File: src/rtl/dnb_pkg.sv
package dnb_pkg;

   typedef enum logic [1:0] {
      ST_IDLE = 2'd0,
      ST_NEAR = 2'd1,
      ST_FAR  = 2'd2,
      ST_MEM  = 2'd3
   } dnb_state_e;

   // distance ordering: bank sitting at a given rank for a given core
   function automatic int unsigned dnb_bank_of(input int unsigned core,
                                               input int unsigned rank,
                                               input int unsigned nbanks);
      return (core + rank) % nbanks;
   endfunction

endpackage

File: src/rtl/dnb_timer.sv
module dnb_timer #(
   parameter int LAT = 2
) (
   input  logic clk,
   input  logic rst_n,
   input  logic load,
   output logic done
);
   localparam int CW = (LAT > 1) ? $clog2(LAT) : 1;

   generate
      if (LAT < 1) begin : g_bad_lat
         $error("dnb_timer: LAT must be at least 1");
      end
   endgenerate

   logic [CW-1:0] cnt_q;

   always_ff @(posedge clk or negedge rst_n) begin
      if (!rst_n)              cnt_q <= '0;
      else if (load)           cnt_q <= CW'(LAT - 1);
      else if (cnt_q != '0)    cnt_q <= cnt_q - 1'b1;
   end

   assign done = (cnt_q == '0);


   cnt_range_chk: assert property (@(posedge clk) disable iff (!rst_n)
      cnt_q <= CW'(LAT - 1));

endmodule

File: src/rtl/dnb_bank.sv
module dnb_bank #(
   parameter int TAG_W = 8,
   parameter int LINES = 4,
   parameter int WAYS  = 2
) (
   input  logic                clk,
   input  logic                rst_n,
   input  logic [((LINES>1)?$clog2(LINES):1)-1:0] rd_idx,
   input  logic [TAG_W-1:0]    cmp_tag,
   input  logic                wr_en,
   input  logic [((WAYS>1)?$clog2(WAYS):1)-1:0]   wr_way,
   input  logic [TAG_W-1:0]    wr_tag,
   input  logic                wr_valid,
   input  logic                adv_ptr,
   output logic                hit,
   output logic [((WAYS>1)?$clog2(WAYS):1)-1:0]   hit_way,
   output logic [((WAYS>1)?$clog2(WAYS):1)-1:0]   vic_way,
   output logic                vic_valid,
   output logic [TAG_W-1:0]    vic_tag
);
   localparam int IDX_W = (LINES > 1) ? $clog2(LINES) : 1;
   localparam int WAY_W = (WAYS > 1) ? $clog2(WAYS) : 1;

   generate
      if (WAYS < 1 || TAG_W < 1 || LINES < 1) begin : g_bad_geom
         $error("dnb_bank: illegal geometry");
      end
   endgenerate

   logic [TAG_W-1:0] tag_q [LINES][WAYS];
   logic [WAYS-1:0]  val_q [LINES];
   logic [WAY_W-1:0] ptr_q [LINES];

   logic [WAYS-1:0]  line_val;
   logic [WAY_W-1:0] line_ptr;

   assign line_val = val_q[rd_idx];
   assign line_ptr = ptr_q[rd_idx];

   always_comb begin
      hit     = 1'b0;
      hit_way = '0;
      for (int w = WAYS - 1; w >= 0; w--) begin
         if (line_val[w] && tag_q[rd_idx][w] == cmp_tag) begin
            hit     = 1'b1;
            hit_way = WAY_W'(w);
         end
      end
   end

   generate
      if (WAYS == 1) begin : g_vic_direct
         assign vic_way = '0;
      end else begin : g_vic_search
         always_comb begin
            vic_way = line_ptr;
            for (int w = WAYS - 1; w >= 0; w--) begin
               if (!line_val[w]) vic_way = WAY_W'(w);
            end
         end
      end
   endgenerate

   assign vic_valid = line_val[vic_way];
   assign vic_tag   = tag_q[rd_idx][vic_way];

   always_ff @(posedge clk) begin
      if (wr_en) tag_q[rd_idx][wr_way] <= wr_tag;
   end

   always_ff @(posedge clk or negedge rst_n) begin
      if (!rst_n) begin
         for (int l = 0; l < LINES; l++) begin
            val_q[l] <= '0;
            ptr_q[l] <= '0;
         end
      end else begin
         if (wr_en) val_q[rd_idx][wr_way] <= wr_valid;
         if (adv_ptr)
            ptr_q[rd_idx] <= (line_ptr == WAY_W'(WAYS - 1)) ? '0 : line_ptr + 1'b1;
      end
   end

   logic dup_tag;
   always_comb begin
      dup_tag = 1'b0;
      for (int i = 0; i < WAYS; i++) begin
         for (int j = i + 1; j < WAYS; j++) begin
            if (line_val[i] && line_val[j] && tag_q[rd_idx][i] == tag_q[rd_idx][j])
               dup_tag = 1'b1;
         end
      end
   end


   uniq_tag_chk: assert property (@(posedge clk) disable iff (!rst_n) !dup_tag);


   ptr_adv_full_chk: assert property (@(posedge clk) disable iff (!rst_n)
      adv_ptr |-> (&line_val));

endmodule

File: src/rtl/dnb_pick.sv
module dnb_pick
   import dnb_pkg::*;
#(
   parameter int NUM_BANKS = 4,
   parameter int NUM_CORES = 4
) (
   input  logic [((NUM_CORES>1)?$clog2(NUM_CORES):1)-1:0] core,
   input  logic [NUM_BANKS-1:0]        hit_vec,
   output logic                        far_hit,
   output logic [$clog2(NUM_BANKS)-1:0] far_bank,
   output logic [$clog2(NUM_BANKS)-1:0] tgt_bank
);
   localparam int BANK_W = $clog2(NUM_BANKS);

   always_comb begin
      far_hit  = 1'b0;
      far_bank = '0;
      tgt_bank = '0;
      for (int r = NUM_BANKS - 1; r >= 1; r--) begin
         if (hit_vec[dnb_bank_of(int'(core), r, NUM_BANKS)]) begin
            far_hit  = 1'b1;
            far_bank = BANK_W'(dnb_bank_of(int'(core), r, NUM_BANKS));
            tgt_bank = BANK_W'(dnb_bank_of(int'(core), r - 1, NUM_BANKS));
         end
      end
   end

endmodule

File: src/rtl/dnb_ctrl.sv
module dnb_ctrl
   import dnb_pkg::*;
#(
   parameter int ADDR_W    = 12,
   parameter int NUM_BANKS = 4,
   parameter int NUM_WAYS  = 2,
   parameter int LINES     = 4,
   parameter int BSET_W    = 2,
   parameter int MY_SET    = 1,
   parameter int NUM_CORES = 4,
   parameter int PROBE_LAT = 2
) (
   input  logic                                       clk,
   input  logic                                       rst_n,
   input  logic                                       req_valid,
   output logic                                       req_ready,
   input  logic [((NUM_CORES>1)?$clog2(NUM_CORES):1)-1:0] req_core,
   input  logic [ADDR_W-1:0]                          req_addr,
   output logic                                       rsp_valid,
   output logic                                       rsp_hit,
   output logic [$clog2(NUM_BANKS)-1:0]               rsp_bank,
   output logic [NUM_BANKS-1:0]                       probe_mask,
   output logic                                       mem_rd_valid,
   output logic [ADDR_W-1:0]                          mem_rd_addr,
   input  logic                                       mem_rd_done,
   output logic                                       wb_valid,
   output logic [ADDR_W-1:0]                          wb_addr
);
   localparam int BANK_W = $clog2(NUM_BANKS);
   localparam int CORE_W = (NUM_CORES > 1) ? $clog2(NUM_CORES) : 1;
   localparam int IDX_W  = (LINES > 1) ? $clog2(LINES) : 1;
   localparam int WAY_W  = (NUM_WAYS > 1) ? $clog2(NUM_WAYS) : 1;
   localparam int TAG_W  = ADDR_W - IDX_W - BSET_W;

   generate
      if (NUM_BANKS < 2 || (1 << BANK_W) != NUM_BANKS) begin : g_bad_banks
         $error("dnb_ctrl: NUM_BANKS must be a power of two, at least 2");
      end
      if ((1 << IDX_W) != LINES) begin : g_bad_lines
         $error("dnb_ctrl: LINES must be a power of two");
      end
      if (TAG_W < 1) begin : g_bad_tag
         $error("dnb_ctrl: ADDR_W too small for index and set fields");
      end
      if (MY_SET >= (1 << BSET_W)) begin : g_bad_set
         $error("dnb_ctrl: MY_SET does not fit the set field");
      end
   endgenerate

   dnb_state_e        state_q;
   logic [CORE_W-1:0] core_q;
   logic [ADDR_W-1:0] addr_q;

   logic [IDX_W-1:0]  cur_idx;
   logic [TAG_W-1:0]  cur_tag;
   assign cur_idx = addr_q[IDX_W-1:0];
   assign cur_tag = addr_q[ADDR_W-1 -: TAG_W];

   logic [BANK_W-1:0] near_bank;
   assign near_bank = BANK_W'(dnb_bank_of(int'(core_q), 0, NUM_BANKS));

   logic accept;
   assign req_ready = (state_q == ST_IDLE);
   assign accept    = req_ready && req_valid &&
                      (req_addr[IDX_W +: BSET_W] == BSET_W'(MY_SET));

   // bank array
   logic [NUM_BANKS-1:0] b_hit, b_vic_valid;
   logic [WAY_W-1:0]     b_hit_way [NUM_BANKS];
   logic [WAY_W-1:0]     b_vic_way [NUM_BANKS];
   logic [TAG_W-1:0]     b_vic_tag [NUM_BANKS];
   logic [NUM_BANKS-1:0] w_en, w_valid, w_adv;
   logic [WAY_W-1:0]     w_way [NUM_BANKS];
   logic [TAG_W-1:0]     w_tag [NUM_BANKS];

   generate
      for (genvar gb = 0; gb < NUM_BANKS; gb++) begin : g_bank
         dnb_bank #(
            .TAG_W (TAG_W),
            .LINES (LINES),
            .WAYS  (NUM_WAYS)
         ) i_bank (
            .clk       (clk),
            .rst_n     (rst_n),
            .rd_idx    (cur_idx),
            .cmp_tag   (cur_tag),
            .wr_en     (w_en[gb]),
            .wr_way    (w_way[gb]),
            .wr_tag    (w_tag[gb]),
            .wr_valid  (w_valid[gb]),
            .adv_ptr   (w_adv[gb]),
            .hit       (b_hit[gb]),
            .hit_way   (b_hit_way[gb]),
            .vic_way   (b_vic_way[gb]),
            .vic_valid (b_vic_valid[gb]),
            .vic_tag   (b_vic_tag[gb])
         );
      end
   endgenerate

   logic              far_hit;
   logic [BANK_W-1:0] far_bank, tgt_bank;

   dnb_pick #(
      .NUM_BANKS (NUM_BANKS),
      .NUM_CORES (NUM_CORES)
   ) i_pick (
      .core     (core_q),
      .hit_vec  (b_hit),
      .far_hit  (far_hit),
      .far_bank (far_bank),
      .tgt_bank (tgt_bank)
   );

   logic near_hit, t_done, t_load;
   assign near_hit = b_hit[near_bank];
   assign t_load   = accept || (state_q == ST_NEAR && t_done && !near_hit);

   dnb_timer #(.LAT(PROBE_LAT)) i_timer (
      .clk   (clk),
      .rst_n (rst_n),
      .load  (t_load),
      .done  (t_done)
   );

   logic do_mig, do_fill;
   assign do_mig  = (state_q == ST_FAR) && t_done && far_hit;
   assign do_fill = (state_q == ST_MEM) && mem_rd_done;

   always_comb begin
      w_en    = '0;
      w_valid = '0;
      w_adv   = '0;
      for (int b = 0; b < NUM_BANKS; b++) begin
         w_way[b] = '0;
         w_tag[b] = '0;
         if (do_mig && BANK_W'(b) == tgt_bank) begin
            w_en[b]    = 1'b1;
            w_way[b]   = b_vic_way[b];
            w_tag[b]   = cur_tag;
            w_valid[b] = 1'b1;
            w_adv[b]   = b_vic_valid[b];
         end
         if (do_mig && BANK_W'(b) == far_bank) begin
            w_en[b]    = 1'b1;
            w_way[b]   = b_hit_way[b];
            w_tag[b]   = b_vic_tag[tgt_bank];
            w_valid[b] = b_vic_valid[tgt_bank];
         end
         if (do_fill && BANK_W'(b) == near_bank) begin
            w_en[b]    = 1'b1;
            w_way[b]   = b_vic_way[b];
            w_tag[b]   = cur_tag;
            w_valid[b] = 1'b1;
            w_adv[b]   = b_vic_valid[b];
         end
      end
   end

   logic              rsp_valid_q, rsp_hit_q, wb_valid_q;
   logic [BANK_W-1:0] rsp_bank_q;
   logic [ADDR_W-1:0] wb_addr_q;

   always_ff @(posedge clk or negedge rst_n) begin
      if (!rst_n) begin
         state_q     <= ST_IDLE;
         core_q      <= '0;
         addr_q      <= '0;
         rsp_valid_q <= 1'b0;
         rsp_hit_q   <= 1'b0;
         rsp_bank_q  <= '0;
         wb_valid_q  <= 1'b0;
         wb_addr_q   <= '0;
      end else begin
         rsp_valid_q <= 1'b0;
         wb_valid_q  <= 1'b0;
         unique case (state_q)
            ST_IDLE: if (accept) begin
               state_q <= ST_NEAR;
               core_q  <= req_core;
               addr_q  <= req_addr;
            end
            ST_NEAR: if (t_done) begin
               if (near_hit) begin
                  state_q     <= ST_IDLE;
                  rsp_valid_q <= 1'b1;
                  rsp_hit_q   <= 1'b1;
                  rsp_bank_q  <= near_bank;
               end else begin
                  state_q <= ST_FAR;
               end
            end
            ST_FAR: if (t_done) begin
               if (far_hit) begin
                  state_q     <= ST_IDLE;
                  rsp_valid_q <= 1'b1;
                  rsp_hit_q   <= 1'b1;
                  rsp_bank_q  <= tgt_bank;
               end else begin
                  state_q <= ST_MEM;
               end
            end
            ST_MEM: if (mem_rd_done) begin
               state_q     <= ST_IDLE;
               rsp_valid_q <= 1'b1;
               rsp_hit_q   <= 1'b0;
               rsp_bank_q  <= near_bank;
               wb_valid_q  <= b_vic_valid[near_bank];
               wb_addr_q   <= {b_vic_tag[near_bank], BSET_W'(MY_SET), cur_idx};
            end
            default: state_q <= ST_IDLE;
         endcase
      end
   end

   assign rsp_valid    = rsp_valid_q;
   assign rsp_hit      = rsp_hit_q;
   assign rsp_bank     = rsp_bank_q;
   assign wb_valid     = wb_valid_q;
   assign wb_addr      = wb_addr_q;
   assign mem_rd_valid = (state_q == ST_MEM);
   assign mem_rd_addr  = addr_q;

   always_comb begin
      probe_mask = '0;
      if (state_q == ST_NEAR)     probe_mask[near_bank] = 1'b1;
      else if (state_q == ST_FAR) begin
         probe_mask = '1;
         probe_mask[near_bank] = 1'b0;
      end
   end


   rsp_after_busy_chk: assert property (@(posedge clk) disable iff (!rst_n)
      rsp_valid |-> $past(state_q != ST_IDLE));


   mem_hold_chk: assert property (@(posedge clk) disable iff (!rst_n)
      (mem_rd_valid && !mem_rd_done) |=> (mem_rd_valid && $stable(mem_rd_addr)));


   wb_with_miss_chk: assert property (@(posedge clk) disable iff (!rst_n)
      wb_valid |-> (rsp_valid && !rsp_hit));


   probe_busy_chk: assert property (@(posedge clk) disable iff (!rst_n)
      (probe_mask != '0) |-> !req_ready);


   probe_shape_chk: assert property (@(posedge clk) disable iff (!rst_n)
      ($countones(probe_mask) == 0 || $countones(probe_mask) == 1 ||
       $countones(probe_mask) == NUM_BANKS - 1));

endmodule

File: config.mk
export PLATFORM = sky130hd
export DESIGN_NAME = dnb_ctrl
export DESIGN_NICKNAME = d
export VERILOG_FILES = /design/src/rtl/dnb_pkg.sv /design/src/rtl/dnb_timer.sv /design/src/rtl/dnb_bank.sv /design/src/rtl/dnb_pick.sv /design/src/rtl/dnb_ctrl.sv
export SDC_FILE = /design/constraint.sdc
export NUM_CORES = 1
export LEC_CHECK = 0
export CAP_MARGIN = 0
export CELL_PAD_IN_SITES_DETAIL_PLACEMENT = 0
export CELL_PAD_IN_SITES_GLOBAL_PLACEMENT = 1
export CORE_ASPECT_RATIO = 2
export CORE_MARGIN = 3
export CORE_UTILIZATION = 40
export DETAILED_ROUTE_END_ITERATION = 7
export DONT_BUFFER_PORTS = 1
export PLACE_DENSITY = 0.74
export SKIP_CTS_REPAIR_TIMING = 1
export SLEW_MARGIN = 20
export SYNTH_ARGS = -nofsm -noshare
export SYNTH_HDL_FRONTEND = slang
export SYNTH_SLANG_ARGS = --single-unit
File: constraint.sdc
create_clock -name clk -period 4.1 [get_ports clk]
set_input_delay 0.205 -clock clk [delete_from_list [all_inputs] [get_ports clk]]
set_output_delay 0.205 -clock clk [all_outputs]
set_load 0.005 [all_outputs]
==> summary by stage <==
Timing
The smallest hold slack is between 70 and 80 ps. The worst clock skew on the final layout is 30.19 ps. At the pin with the least slew margin, the transition time is 935.8 ps. Headroom to the max-slew limit came out at 37.38%. For this run, the top clock speed supported by timing is roughly 230 MHz. Setup repair after global routing could not meet its margin everywhere. The final-report hold violation count is 0. The max-slew violation count is 0. In the post-route analysis, the smallest setup slack over all paths is -278.3 ps. The final critical-path required period is ~4400 ps. The number of setup violations in the final report is 532. The final clock period utilization by the worst path is 106.8%.

Routing
The overall via count from detail_route is between 10k and 15k. The count of antenna-violating nets left after detailed routing is 0. The detail-routed via count per cell is around 5.7.

The number of remaining DRC errors is 0. After detailed routing, the average wire length per cell comes to around 26 um. The sum of routed wire length over all layers is 48310 um. After the first detailed-routing iteration, the DRC count stood at roughly 870. Before antenna repair, the detailed router went through 5 iterations.

Power
The logic gate share of total power is about 52%. In this run the power density over the cells is a little under 800 nW/um2. The leakage dissipation is 7.775 nW. The clock network accounts for a little under a fifth of the total power. The net switching power of the design is roughly 6 mW. The internal portion of the total power is between 9 and 10 mW. Sequential cells account for 29.3% of the total power. The peak supply drop is 0.3401 mV. Net switching is just under 40% of the power.

Global route
The pin count of the biggest net entering global routing is 82. Global routing finished with a remaining overflow of 0. The initial antenna violation count came to 0. The first global-routing pass estimated 70520 um of wire.

The number of global-route vias before repair was around 11k. Across every metal layer, demand over resource in global routing totals between 20% and 30%.

Synth
The netlist uses 80 different library cells. The count of warnings emitted by yosys is 0. The number of standard cells after synthesis is between 1k and 1.5k. In the synthesized netlist the dominant register cell turns out to be sky130_fd_sc_hd__edfxtp_1.

The post-synth design cell area is roughly 16000 um2. The mean instance size in the synthesized netlist is 15.04 um2. The share of synthesized area occupied by flip-flops and latches is 59.99%. After synthesis the netlist holds a flip-flop and latch count of around 340. The net count after synthesis is between 1k and 1.5k. The share of async-settable or async-resettable flops after synthesis is between 20% and 30%. The number of synthesized flops with an enable pin is about 260.

Clock network
The clock sink count is around 340. The number of buffers added by the clock tree synthesis step is 28. The root buffer cell is sky130_fd_sc_hd__clkbuf_16. The clock tree buffer depth is 3. TritonCTS built the clock tree. Clock-pin slew was measured on the worst setup and hold paths at roughly 80 ps. The later pin in the worst-skew pair is clocked with a latency of roughly 600 ps.

In this run the number of H-tree levels came out at 1.

Die
The number of top-level pins is 53. The effective utilization at floorplan is 40.80%. The floorplan die width is ~150 um.

The die is roughly 290 um tall. The core area is 39690 um2. The number of standard-cell rows in the floorplan is between 100 and 150. The floorplan step defined a die boundary enclosing 43080 um2.

Setup path
STA puts the critical path data arrival time at 4820 ps. The sort of element at the end of the critical path is a flip-flop. The kind of critical path is reg2reg. The largest fanout of any net on the critical path is 12. STA puts the critical path data required time at around 4500 ps. The most numerous cell on the critical path is sky130_fd_sc_hd__buf_4.

Among all stages on the critical path, the largest delay is contributed by sky130_fd_sc_hd__mux4_2. The element type at the critical path start is a flip-flop. The signal on the critical path passes through buf_16, mux4_2, xnor2_1, nand4_1, buf_4, nor4_4, buf_4, a211oi_2, o211ai_2, or3b_4, or3_4, o2bb2ai_4, nor3b_2, buf_4, a2bb2oi_1. The biggest cell delay along the critical path is approximately 570 ps.

Cells and area
The area of all placed cells without fillers is 20150 um2. For this run, the post-layout net count is 1320. After filler insertion, the fill cell instance count of the layout stands at 3346.

The finished layout holds 1844 standard cells, fillers aside. 0 antenna diodes ended up in the layout. Cells fill 50.77% of the core in the end. The fraction of final layout cells sized beyond drive strength 1 is a little under two fifths. Compared with the post-synthesis result, the final layout area differs by 24.44%.

Place
The total placed instance area is about 19000 um2. The congestion estimate from routability-driven global placement came to 0.9776. Timing analysis after detailed placement gives a worst setup slack of -707.7 ps. The number of I/O port buffers is 0. Counting tap cells, the placed design contains a total of between 1.5k and 2k instances. The post-DP HPWL is about 36000 um.

Status
The checks that failed: negative setup slack. The flow ran to the end, but the final reports show violations.

Min path
The worst min-delay path class is in2reg.

Job
Max-cap violations in this run came to 0.
routing by layer:
| metal | wire (um) | global-route usage (%) | vias to the layer above |
|---|---|---|---|
| li1 | - | - | 4601 |
| met1 | 16530 | 23.62 | 5369 |
| met2 | 26540 | 41.77 | 348 |
| met3 | 2016 | 2.247 | 131 |
| met4 | 3232 | 11.62 | 0 |
| met5 | 0 | 0 | - |
per-stage QoR:
stage / total power [mW] / TNS (ps)
2_1_floorplan: 8.775 / -11030
3_3_place_gp: 12.19 / -215500
3_5_place_dp: 12.24 / -193080
4_1_cts: 15.13 / -216270
5_1_grt: 16.11 / -179860
6_report: 15.53 / -85730
sequential cells by signal (all words and copies together), names as in the netlist:
signal and cells:
core_q 2, g_bank.i_bank.ptr_q 16, g_bank.i_bank.tag_q 256, g_bank.i_bank.val_q 32
i_timer.cnt_q 1, mem_rd_addr 12, rsp_bank 2, rsp_hit 1
rsp_valid 1, state_q 2, wb_addr 11, wb_valid 1
cell families after synthesis:
group	Yosys count	synth area share [%]
flops	337	59.99
other cells	1	0.02316
mux	179	18.03
buf+inv	85	2.619
compound gates	159	7.263
fa+ha+maj	4	0.3091
simple gates	224	7.015
xor+xnor	88	4.759
power groups by stage:
stage               logic (mW)  registers [mW]  clock network (mW)
floorplan                 4.29            4.49                   0
global placement          7.60            4.58                   0
detailed placement        7.63            4.61                   0
CTS                       7.66            4.53                2.93
global route              8.47            4.59                3.06
finish                    8.11            4.55                2.88
cell type report:
| type | instances | area [um2] | area share, % |
|---|---|---|---|
| Sequential cell | 337 | 9722 | 48.24 |
| Timing Repair Buffer | 257 | 2344 | 11.63 |
| Tap cell | 525 | 656.9 | 3.260 |
| Clock inverter | 19 | 241.5 | 1.198 |
| Inverter | 17 | 63.81 | 0.3167 |
| Clock buffer | 32 | 757.0 | 3.756 |
| Multi-Input combinational cell | 657 | 6367 | 31.60 |
critical path, delay by kind of cell (launching register included):
family / cells / cell delay, ps
AO/OA/AOI/OAI: 4 / 720
XOR/XNOR: 1 / 210
buffers and inverters: 4 / 750
flip-flops: 1 / 490
multiplexers: 1 / 570
AND/OR/NAND/NOR: 5 / 1440
layout by cell type (no fill, tap or decap), types with 13 or more instances in the layout:
master and instances:
sky130_fd_sc_hd__a31oi_1 13, sky130_fd_sc_hd__inv_1 15, sky130_fd_sc_hd__clkbuf_16 30, sky130_fd_sc_hd__dlygate4sd3_1 14
sky130_fd_sc_hd__nand2_1 75, sky130_fd_sc_hd__mux2i_1 72, sky130_fd_sc_hd__edfxtp_1 256, sky130_fd_sc_hd__mux2_2 18
sky130_fd_sc_hd__mux4_2 88, sky130_fd_sc_hd__dfrtp_1 79, sky130_fd_sc_hd__buf_4 208, sky130_fd_sc_hd__a21oi_1 21
sky130_fd_sc_hd__o21ai_0 35, sky130_fd_sc_hd__a2bb2oi_1 13, sky130_fd_sc_hd__xor2_1 35, sky130_fd_sc_hd__nand3_1 20
sky130_fd_sc_hd__nor2_1 53, sky130_fd_sc_hd__buf_12 23, sky130_fd_sc_hd__xnor2_1 51
Yosys cell counts (3+ instances only):
master	count	area [um2]
sky130_fd_sc_hd__buf_1	6	22.52
sky130_fd_sc_hd__o22a_1	4	35.03
sky130_fd_sc_hd__o21ai_0	40	200.2
sky130_fd_sc_hd__o211ai_1	6	45.04
sky130_fd_sc_hd__and3_1	5	31.28
sky130_fd_sc_hd__a21o_1	7	52.55
sky130_fd_sc_hd__nor4_1	3	18.77
sky130_fd_sc_hd__o41ai_1	7	61.31
sky130_fd_sc_hd__nand3_1	20	100.1
sky130_fd_sc_hd__a22o_1	3	26.28
sky130_fd_sc_hd__mux4_2	88	1982
sky130_fd_sc_hd__ha_1	4	50.05
sky130_fd_sc_hd__a21oi_2	4	35.03
sky130_fd_sc_hd__a2bb2oi_2	5	75.07
sky130_fd_sc_hd__mux2_2	18	202.7
sky130_fd_sc_hd__inv_1	15	56.30
sky130_fd_sc_hd__nor2_1	60	225.2
sky130_fd_sc_hd__a21oi_1	23	115.1
sky130_fd_sc_hd__mux2i_1	72	720.7
sky130_fd_sc_hd__buf_4	7	52.55
sky130_fd_sc_hd__o21a_1	4	30.03
sky130_fd_sc_hd__nor3_1	6	30.03
sky130_fd_sc_hd__nor3b_2	5	62.56
sky130_fd_sc_hd__buf_6	8	90.09
sky130_fd_sc_hd__buf_2	15	75.07
sky130_fd_sc_hd__edfxtp_1	256	7687
sky130_fd_sc_hd__dfrtp_1	81	2027
sky130_fd_sc_hd__and2_1	4	25.02
sky130_fd_sc_hd__clkbuf_1	32	120.1
sky130_fd_sc_hd__and2_4	4	35.03
sky130_fd_sc_hd__nand2_1	77	289.0
sky130_fd_sc_hd__nand4_1	9	56.30
sky130_fd_sc_hd__nand2b_1	7	43.79
sky130_fd_sc_hd__a2bb2oi_1	13	113.9
sky130_fd_sc_hd__a211oi_1	7	52.55
sky130_fd_sc_hd__xnor2_1	53	464.2
sky130_fd_sc_hd__a31oi_1	13	81.33
sky130_fd_sc_hd__xor2_1	35	306.5
sky130_fd_sc_hd__nor3_2	3	30.03
path summary, 6_finish.rpt:
check	slack (ps)	start	end	cells past startpoint
setup / recovery	-280	mem_rd_addr[0]$_DFFE_PN0P_	g_bank[0].i_bank.val_q[4]$_DFFE_PN0P_	15
hold / removal	80	req_addr[2]	i_timer.cnt_q$_DFF_PN0_	3
setup reg to reg	-280	mem_rd_addr[0]$_DFFE_PN0P_	g_bank[0].i_bank.val_q[4]$_DFFE_PN0P_	15
hold reg to reg	470	g_bank[0].i_bank.ptr_q[1]$_DFFE_PN0P_	g_bank[0].i_bank.ptr_q[1]$_DFFE_PN0P_	1
max in group asynchronous	3430	rst_n	mem_rd_addr[1]$_DFFE_PN0P_	2
min in group asynchronous	160	rst_n	g_bank[3].i_bank.ptr_q[2]$_DFFE_PN0P_	2
Power figures use the tool's default switching activity.
